**src/rtl/slide_overlap_pkg.sv**
```systemverilog
package slide_overlap_pkg;
  typedef enum logic [0:0] {
    ST_IDLE = 1'b0,
    ST_SCAN = 1'b1
  } ovl_state_e;
endpackage

```
**src/rtl/slide_window_compat.sv**
```systemverilog
module slide_window_compat #(
  parameter int N  = 16,
  parameter int CW = $clog2(N + 1) + 1
) (
  input  logic [N-1:0]  reuse_i,
  input  logic [N-1:0]  care_i,
  input  logic [N-1:0]  value_i,
  input  logic [CW-1:0] shift_i,
  output logic          hit_o
);
  logic [N-1:0] shifted;
  logic [N-1:0] pos_ok;

  assign shifted = reuse_i >> shift_i;

  // vacated positions and don't-care symbols always pass
  for (genvar j = 0; j < N; j++) begin : g_pos
    assign pos_ok[j] = ((int'(shift_i) + j) >= N) | ~care_i[j] |
                       (value_i[j] == shifted[j]);
  end

  assign hit_o = &pos_ok;
endmodule

```
**src/rtl/slide_search_ctrl.sv**
```systemverilog
module slide_search_ctrl
  import slide_overlap_pkg::*;
#(
  parameter int N  = 16,
  parameter int CW = $clog2(N + 1) + 1
) (
  input  logic          clk_i,
  input  logic          rst_ni,
  input  logic          start_i,
  input  logic [CW-1:0] preshift_i,
  input  logic          hit_i,
  output logic [CW-1:0] try_o,
  output logic          busy_o,
  output logic          done_o,
  output logic          match_o,
  output logic [CW-1:0] shift_o,
  output logic [CW-1:0] saved_o
);
  localparam logic [CW-1:0] FULL = CW'(N);
  localparam logic [CW-1:0] LAST = CW'(N - 1);

  ovl_state_e    state_q;
  logic [CW-1:0] k_q;

  always_ff @(posedge clk_i or negedge rst_ni) begin
    if (!rst_ni) begin
      state_q <= ST_IDLE;
      k_q     <= '0;
      done_o  <= 1'b0;
      match_o <= 1'b0;
      shift_o <= '0;
      saved_o <= '0;
    end else begin
      done_o <= 1'b0;
      case (state_q)
        ST_IDLE: begin
          if (start_i) begin
            k_q     <= preshift_i;
            state_q <= ST_SCAN;
          end
        end
        default: begin
          if (k_q < FULL && hit_i) begin
            match_o <= 1'b1;
            shift_o <= k_q;
            saved_o <= FULL - k_q;
            done_o  <= 1'b1;
            state_q <= ST_IDLE;
          end else if (k_q >= LAST) begin
            match_o <= 1'b0;
            shift_o <= FULL;
            saved_o <= '0;
            done_o  <= 1'b1;
            state_q <= ST_IDLE;
          end else begin
            k_q <= k_q + 1'b1;
          end
        end
      endcase
    end
  end

  assign try_o  = k_q;
  assign busy_o = (state_q == ST_SCAN);
endmodule

```
**src/rtl/slide_overlap_match.sv**
```systemverilog
module slide_overlap_match #(
  parameter int N  = 16,
  localparam int CW = $clog2(N + 1) + 1
) (
  input  logic          clk_i,
  input  logic          rst_ni,
  input  logic          start_i,
  input  logic [N-1:0]  reuse_i,
  input  logic [N-1:0]  care_i,
  input  logic [N-1:0]  value_i,
  input  logic [CW-1:0] preshift_i,
  output logic          busy_o,
  output logic          done_o,
  output logic          match_o,
  output logic [CW-1:0] shift_o,
  output logic [CW-1:0] saved_o
);
  logic [N-1:0]  reuse_q, care_q, value_q;
  logic [CW-1:0] try_k;
  logic          hit;

  // operands frozen for the whole search
  always_ff @(posedge clk_i or negedge rst_ni) begin
    if (!rst_ni) begin
      reuse_q <= '0;
      care_q  <= '0;
      value_q <= '0;
    end else if (start_i && !busy_o) begin
      reuse_q <= reuse_i;
      care_q  <= care_i;
      value_q <= value_i;
    end
  end

  slide_window_compat #(.N(N), .CW(CW)) u_compat (
    .reuse_i (reuse_q),
    .care_i  (care_q),
    .value_i (value_q),
    .shift_i (try_k),
    .hit_o   (hit)
  );

  slide_search_ctrl #(.N(N), .CW(CW)) u_ctrl (
    .clk_i      (clk_i),
    .rst_ni     (rst_ni),
    .start_i    (start_i),
    .preshift_i (preshift_i),
    .hit_i      (hit),
    .try_o      (try_k),
    .busy_o     (busy_o),
    .done_o     (done_o),
    .match_o    (match_o),
    .shift_o    (shift_o),
    .saved_o    (saved_o)
  );
endmodule

```
**config.mk**
```make
export PLATFORM = sky130hd
export DESIGN_NAME = slide_overlap_match
export DESIGN_NICKNAME = d
export VERILOG_FILES = /design/src/rtl/slide_overlap_pkg.sv /design/src/rtl/slide_window_compat.sv /design/src/rtl/slide_search_ctrl.sv /design/src/rtl/slide_overlap_match.sv
export SDC_FILE = /design/constraint.sdc
export NUM_CORES = 1
export LEC_CHECK = 0
export BUFFER_PORTS_ARGS = -buffer_cell sky130_fd_sc_hd__clkbuf_2
export CORE_MARGIN = 5
export CORE_UTILIZATION = 35
export CTS_CLUSTER_SIZE = 8
export DETAILED_ROUTE_END_ITERATION = 8
export PLACE_DENSITY_LB_ADDON = 0.05
export SLEW_MARGIN = 20
export SYNTH_ARGS = -nofsm -noshare
export SYNTH_HDL_FRONTEND = slang
export SYNTH_SLANG_ARGS = --single-unit
```
**constraint.sdc**
```tcl
create_clock -name clk_i -period 5.35 [get_ports clk_i]
set_input_delay 0.8025 -clock clk_i [delete_from_list [all_inputs] [get_ports clk_i]]
set_output_delay 0.8025 -clock clk_i [all_outputs]
set_load 0.01 [all_outputs]
```
==> results of run 1 <==
[sequential cells by signal (all words and copies together), names as in the netlist]
name,flops
u_ctrl.try_o,6
u_ctrl.shift_o,5
care_q,16
u_ctrl.busy_o,1
value_q,16
reuse_q,16
u_ctrl.done_o,1
u_ctrl.match_o,1
u_ctrl.saved_o,6
[worst max-delay path: cells and delay by family (launching register included)]
| kind | cells | cell delay, ps |
|---|---|---|
| AO/OA/AOI/OAI | 5 | 1240 |
| buffers and inverters | 2 | 860 |
| AND/OR/NAND/NOR | 2 | 540 |
| adder cells (fa/ha/maj) | 1 | 440 |
| multiplexers | 1 | 360 |
| flip-flops | 1 | 320 |
[metal layers]
metal	track usage	vias to the layer above
met5	0	-
met3	0.0354	17
met2	0.259	95
met4	0.0739	0
li1	-	1726
met1	0.250	1753
[power groups by stage]
stage                     sequential, mW  clock [mW]  combinational [mW]
after global routing                1.10       0.691                2.20
final                               1.06       0.653                2.00
after CTS                           1.06       0.672                2.01
after detailed placement            1.07           0                2.00
after global placement              1.06           0                1.99
after floorplan                    0.916           0                1.63
[through the flow]
stage | util | hold WS, ps | area (µm²) | setup slack [ps] | instances
final | 0.423 | 489 | 5360 | 1450 | 674
after global routing | 0.423 | 512 | 5360 | 1200 | 674
after CTS | 0.423 | 494 | 5360 | 1450 | 674
after detailed placement | 0.397 | 481 | 5030 | 1480 | 658
after global placement | 0.397 | 470 | 5030 | 1500 | 658
after floorplan | - | 474 | 4560 | 2170 | 438
[synth_stat cells, types with 2 or more instances]
cell type   n  share of area
nand2_1    44          0.036
a221o_1     2         0.0044
and3_1      4         0.0055
clkbuf_1   15          0.012
nor3b_1     3         0.0049
buf_6       2         0.0049
o31ai_1     5         0.0082
o2111a_1    2         0.0049
mux4_2     10          0.049
o2111ai_1   2         0.0038
buf_2      12          0.013
a21boi_0    4         0.0066
mux4_1      2          0.012
or3_1       3         0.0041
and2_1      2         0.0027
buf_4       2         0.0033
a31oi_1     5         0.0069
a221oi_2    2         0.0066
nor2_1     17          0.014
a21o_1      5         0.0082
o21ai_0     9         0.0099
a21oi_1    15          0.016
nor3_1      8         0.0088
dfrtp_1    68           0.37
inv_1      10         0.0082
o211ai_1    2         0.0033
xnor2_1    17          0.033
a21boi_1    2         0.0033
ha_1       15          0.041
nand4_1     3         0.0041
nor2b_1     9          0.012
xor2_1      9          0.017
o21ai_1    11          0.012
o22ai_1     2         0.0027
mux2i_1    13          0.029
a2bb2oi_1   3         0.0058
nand3b_1    3         0.0049
nand3_1    16          0.018
nand2b_1    4         0.0055
mux2_2     50           0.12
nor4_1      4         0.0055
[logic make-up (layout without fill, tap and decap cells)]
group / Yosys count / after routing / share of synthesized area
buffers and inverters: 43 / 107 / 0.0472
adder cells (fa/ha/maj): 15 / 15 / 0.0412
XOR/XNOR: 26 / 26 / 0.0500
AND/OR/NAND/NOR: 125 / 125 / 0.139
flip-flops: 68 / 68 / 0.373
multiplexers: 76 / 76 / 0.216
AO/OA/AOI/OAI: 85 / 85 / 0.133
[final cells by class]
type	instances	share of cell area
inverters	11	0.00770
multi-input cells	327	0.494
clock inverters	3	0.0128
clock buffers	13	0.0486
repair buffers	80	0.0789
well taps	172	0.0402
flip-flops and latches	68	0.318
[worst paths after layout]
path	startpoint	to	cells after the start
worst max-delay path	u_ctrl.try_o[2]	u_ctrl.try_o[3]	11
worst min-delay path	u_ctrl.match_o	u_ctrl.match_o	1
worst max register to register	u_ctrl.try_o[2]	u_ctrl.try_o[3]	11
worst min register to register	u_ctrl.match_o	u_ctrl.match_o	1
max in group asynchronous	rst_ni	u_ctrl.saved_o[3]	2
min in group asynchronous	rst_ni	u_ctrl.done_o	2
==> flow_summary.ini, run 1 <==
[power_and_ir_drop]
power_frac_clock = 0.176
switchingPower_mw = 1.59
pwr-share-comb = 0.540
seq_power_share = 0.284
totalPowerFinal_mw = 3.71
max-vdd-ir-drop_mv = 0.238
p_per_area_nw_per_um2 = 692
leakagePower_nw = 2.35
internal_power_mw = 2.12
switching_share = 0.428

[floorplanning]
die_y_um = 124
die_x_um = 124
dieArea_um2 = 15400
io_pins = 72
core-area_um2 = 12700
initial_core_util = 0.360
fp-row-count = 41

[sta]
slew_headroom = 0.400
setup_tns_ps = 0
slew_violations = 0
post-route-period-util = 0.729
fin_skew_ps = 7.25
final-setup-viol-count = 0
fin_crit_ps = 3900
rsz0062_at_grt = no
worst_slew_pin_slew_ps = 899
max_freq_mhz = 256
hold_viol = 0

[clock_network]
cts_made_buffers = 9
cts_tree = done
cts_num_sinks = 68
cts_resized = 0
cts_root_buf = clkbuf_16
postCtsSetupBuffers = 0
worstSkewPairLatency_ps = 340
htreeDepth = 3
clk_pin_slew_ps = 60
cts_buffer_depth = 2
hold_buffers = 0

[detailed_routing]
remaining_drc_errors = 0
wirelength_um = 12500
wire_per_inst_um = 18.6
routed-wl-met2_um = 5560
final_antenna_net_count = 0
wl_met1_um = 6020
top_layer = met4
drt-pass1-iter-count = 4
via_per_inst = 5.33
vias = 3591
drtIter0Drc = 249
routed-wl-met3_um = 665

[global_routing]
grt_pass1_wl_um = 20400
antenna_found_initial = 0
gr-total-overflow = 0
grt_pass1_vias = 3629
grt_max_degree = 69
track_usage = 0.176

[place]
place.gp.congestion = 0.834
io_buffers = 71
hpwlAfterDp_um = 9170

[synthesis]
syn-num-nets = 510
syn_area_um2 = 4560
synth-edff-count = 0
syn_avg_cell_area_um2 = 10.4
syn_inst = 438
ys.flop_type = dfrtp_1
ys_types = 63
synth_seq_cells = 68
synthArstFlopShare = 1.00
ys_seq_area_frac = 0.373
yosysWarnings = 0

[critical_path]
rrSetupSlack_ps = 1450
required_ps = 5580
worst_ep_arrival_time_ps = 4130
slowest_stage = clkinv_1
path_max_fanout = 33
crit_type = reg2reg
crit_chain = buf_4, clkinv_1, ha_1, a21boi_0, mux2_2, o311ai_0, a31oi_1, o2111ai_2, nor4_4, or3_4, a221o_1
startpoint_type = flip-flop
slowest_delay_ps = 500
crit_path_end_kind = flip-flop

[final_layout]
mostFrequentLayoutCells = clkbuf_2 (70), dfrtp_1 (68), mux2_2 (50), nand2_1 (44)
drive_gt1_frac = 0.325
n_fill_cell = 1278
n_antenna_cell = 0
area_growth_pct = 17.6
fin_nets = 569
final_common_cell = clkbuf_2
multi_input_area_um2 = 2650
ff_latch_area_um2 = 1700

[flow_run]
drv_cap = 0

[run_status]
outcome = finished, final reports clean

[min_path]
hold_path.class = reg2reg
(Power assumes the default switching activity.)
==> inputs of run 2 (changes only) <==
--- a/config.mk
+++ b/config.mk
@@ -5,6 +5,7 @@
 export SDC_FILE = /design/constraint.sdc
 export NUM_CORES = 1
 export LEC_CHECK = 0
+export ABC_AREA = 1
 export BUFFER_PORTS_ARGS = -buffer_cell sky130_fd_sc_hd__clkbuf_2
 export CORE_MARGIN = 5
 export CORE_UTILIZATION = 35
==> constraint.sdc (replaced) <==
create_clock -name clk_i -period 3.92 [get_ports clk_i]
set_input_delay 0.588 -clock clk_i [delete_from_list [all_inputs] [get_ports clk_i]]
set_output_delay 0.588 -clock clk_i [all_outputs]
set_load 0.01 [all_outputs]
==> run 2 against run 1 <==
- total power rose by 40%
- first-iteration DRC count is 9.2% higher
- clock skew about the same
- core utilization decreased by 0.79 points
- critical path depth up 4
- flip-flop and latch count is the same
- clock-buffer cell count did not move
- clock power grew 28%
- via count increased by 23%
- register-to-register slack got worse by 580 ps
- combinational power grew 54%
- worst setup slack worse by 580 ps
- largest cell class unchanged
- largest power group unchanged
==> flow_summary.ini, run 2 <==
[place]
place_inst = 830
hpwlAfterDp_um = 11000
place.gp.congestion = 0.910
io_buffers = 71

[min_path]
hold_path.class = in2async

[critical_path]
crit_path_end_kind = flip-flop
rrSetupSlack_ps = 870
critPathCapture = u_ctrl.saved_o[5]
path_max_fanout = 24
regToRegEndpoint = u_ctrl.saved_o[5]
crit_type = reg2reg
worst_ep_arrival_time_ps = 3280
rr_worst_depth = 15
required_ps = 4150
crit-reg2reg-launch = u_ctrl.try_o[1]
crit_start = u_ctrl.try_o[1]
startpoint_type = flip-flop

[final_layout]
biggestRegsByFlops = care_q (16), reuse_q (16), value_q (16)
drive_gt1_frac = 0.251
n_fill_cell = 1364
area_growth_pct = 16.5
fin_nets = 737
final_common_cell = nand2_1
n_antenna_cell = 0
mostFrequentLayoutCells = nand2_1 (132), nand3_1 (120), clkbuf_2 (70), dfrtp_1 (68), nor2_1 (42)
stdcell_count = 846

[detailed_routing]
vias = 4413
drtIter0Drc = 272
remaining_drc_errors = 0
via_per_inst = 5.22
wirelength_um = 14600
final_antenna_net_count = 0
wire_per_inst_um = 17.3
drt-pass1-iter-count = 5

[clock_network]
htreeDepth = 3
cts_root_buf = clkbuf_16
cts_made_buffers = 9
cts_buffer_depth = 2
cts_tree = done
worstSkewPairLatency_ps = 350
hold_buffers = 0
cts_num_sinks = 68
cts_resized = 0
clk_pin_slew_ps = 60
postCtsSetupBuffers = 0

[sta]
rsz0062_at_grt = no
slew_violations = 0
max_freq_mhz = 328
setup_tns_ps = 0
fin_skew_ps = 7.70
final-setup-viol-count = 0
fin_crit_ps = 3050
post-route-period-util = 0.778
worst_slew_pin_slew_ps = 662
slew_headroom = 0.558
hold_viol = 0

[synthesis]
ys_types = 35
syn_area_um2 = 4700
ys.flop_type = dfrtp_1
syn-num-nets = 678
synth.area.top_cells = dfrtp_1 (36%), nand3_1 (13%), nand2_1 (11%), mux2_2 (7.7%), ha_1 (4.0%)
syn_inst = 606
synth-edff-count = 0
yosys.area.top_type = dfrtp_1
yosys.area.top_type_share = 0.362
ys_seq_area_frac = 0.362
synth_seq_cells = 68
synthArstFlopShare = 1.00
syn_avg_cell_area_um2 = 7.75
yosysWarnings = 0
synth_common_cells = nand2_1 (133), nand3_1 (120), dfrtp_1 (68)
yosysMostFrequentCell = nand2_1

[global_routing]
grt_pass1_vias = 4350
gr-total-overflow = 0
track_usage = 0.194
grt_pass1_wl_um = 24000
grt_max_degree = 72
antenna_found_initial = 0

[run_status]
outcome = finished, final reports clean

[floorplanning]
die_y_um = 126
fp-row-count = 42
io_pins = 72
dieArea_um2 = 15800
initial_core_util = 0.356
die_x_um = 126
core-area_um2 = 13200

[power_and_ir_drop]
leakagePower_nw = 2.68
max-vdd-ir-drop_mv = 0.373
p_per_area_nw_per_um2 = 952

[flow_run]
drv_cap = 0
-- run 2: cell count changes in the layout (fill, tap and decap cells not counted), moves of 10 or more --
cell     previous run  this run
nand3_1            16       120
nand2_1            44       132
nor2_1             17        42
a21oi_1            15        37
inv_1              10        30
mux2_2             50        32
nand3_2             0        17
xnor2_1            17         0
mux2i_1            13         0
mux4_2             10         0
-- run 2: cell families (layout without fill, tap and decap cells) --
kind of cell	Yosys count	count (layout)	synth area share
flops	68	68	0.362
simple gates	336	336	0.341
compound gates	72	72	0.0868
buf+inv	74	138	0.0767
fa+ha+maj	15	15	0.0400
xor+xnor	9	9	0.0168
mux	32	32	0.0767
-- run 2: cell type report --
class                      instances  area [µm²]  share of cell area
sequential                        68        1700               0.311
tap                              176         220              0.0402
clock buffer                      13         260              0.0475
clock inverter                     3        45.0             0.00823
multi-input combinational        464        2640               0.482
timing repair buffer              83         458              0.0837
inverter                          39         151              0.0277
-- run 2: metal layers --
metal / GRT usage / routed length, µm / part of all wire / vias up
met5: 0 / 0 / 0 / -
met2: 0.304 / 6730 / 0.46 / 133
met3: 0.0449 / 945 / 0.065 / 14
li1: - / - / - / 2171
met4: 0.0587 / 227 / 0.016 / 0
met1: 0.267 / 6740 / 0.46 / 2095
-- run 2: metrics by stage --
stage	area, µm²	setup slack [ps]	util	hold WS [ps]	power, mW
after CTS	5470	903	0.415	57.1	5.24
after global placement	5170	923	0.392	423	4.38
final	5470	871	0.415	60.5	5.21
after detailed placement	5170	927	0.392	423	4.38
after global routing	5470	591	0.415	66.2	5.69
after floorplan	4700	1300	-	292	3.54
-- run 2: how the worst min path moves through the flow --
stage               startpoint        end  slack (ps)  cells after the start
floorplan               rst_ni  care_q[0]         290                      0
global placement        rst_ni  care_q[7]         420                      1
detailed placement      rst_ni  care_q[7]         420                      1
CTS                     rst_ni  care_q[7]          60                      1
global route            rst_ni  care_q[7]          70                      1
finish                  rst_ni  care_q[7]          60                      1
-- run 2: critical path, cell delays in order (launching register included) --
cell and delay, ps:
dfrtp_1 370, inv_1 370, ha_1 250, inv_1 100, a21oi_1 310, nand2_1 90
o211ai_1 140, nor2_1 120, nand3_1 80, nand2_1 50, nor2_1 110, nand3_1 160
nor2_4 150, nand4_4 340, nand2_1 230, nor2_1 50
-- run 2: power by group --
group	total (mW)	internal, mW	switching, mW
Combinational	3.08	1.04	2.04
Clock	0.836	0.527	0.309
Sequential	1.29	1.02	0.272
Total	5.21	2.59	2.62
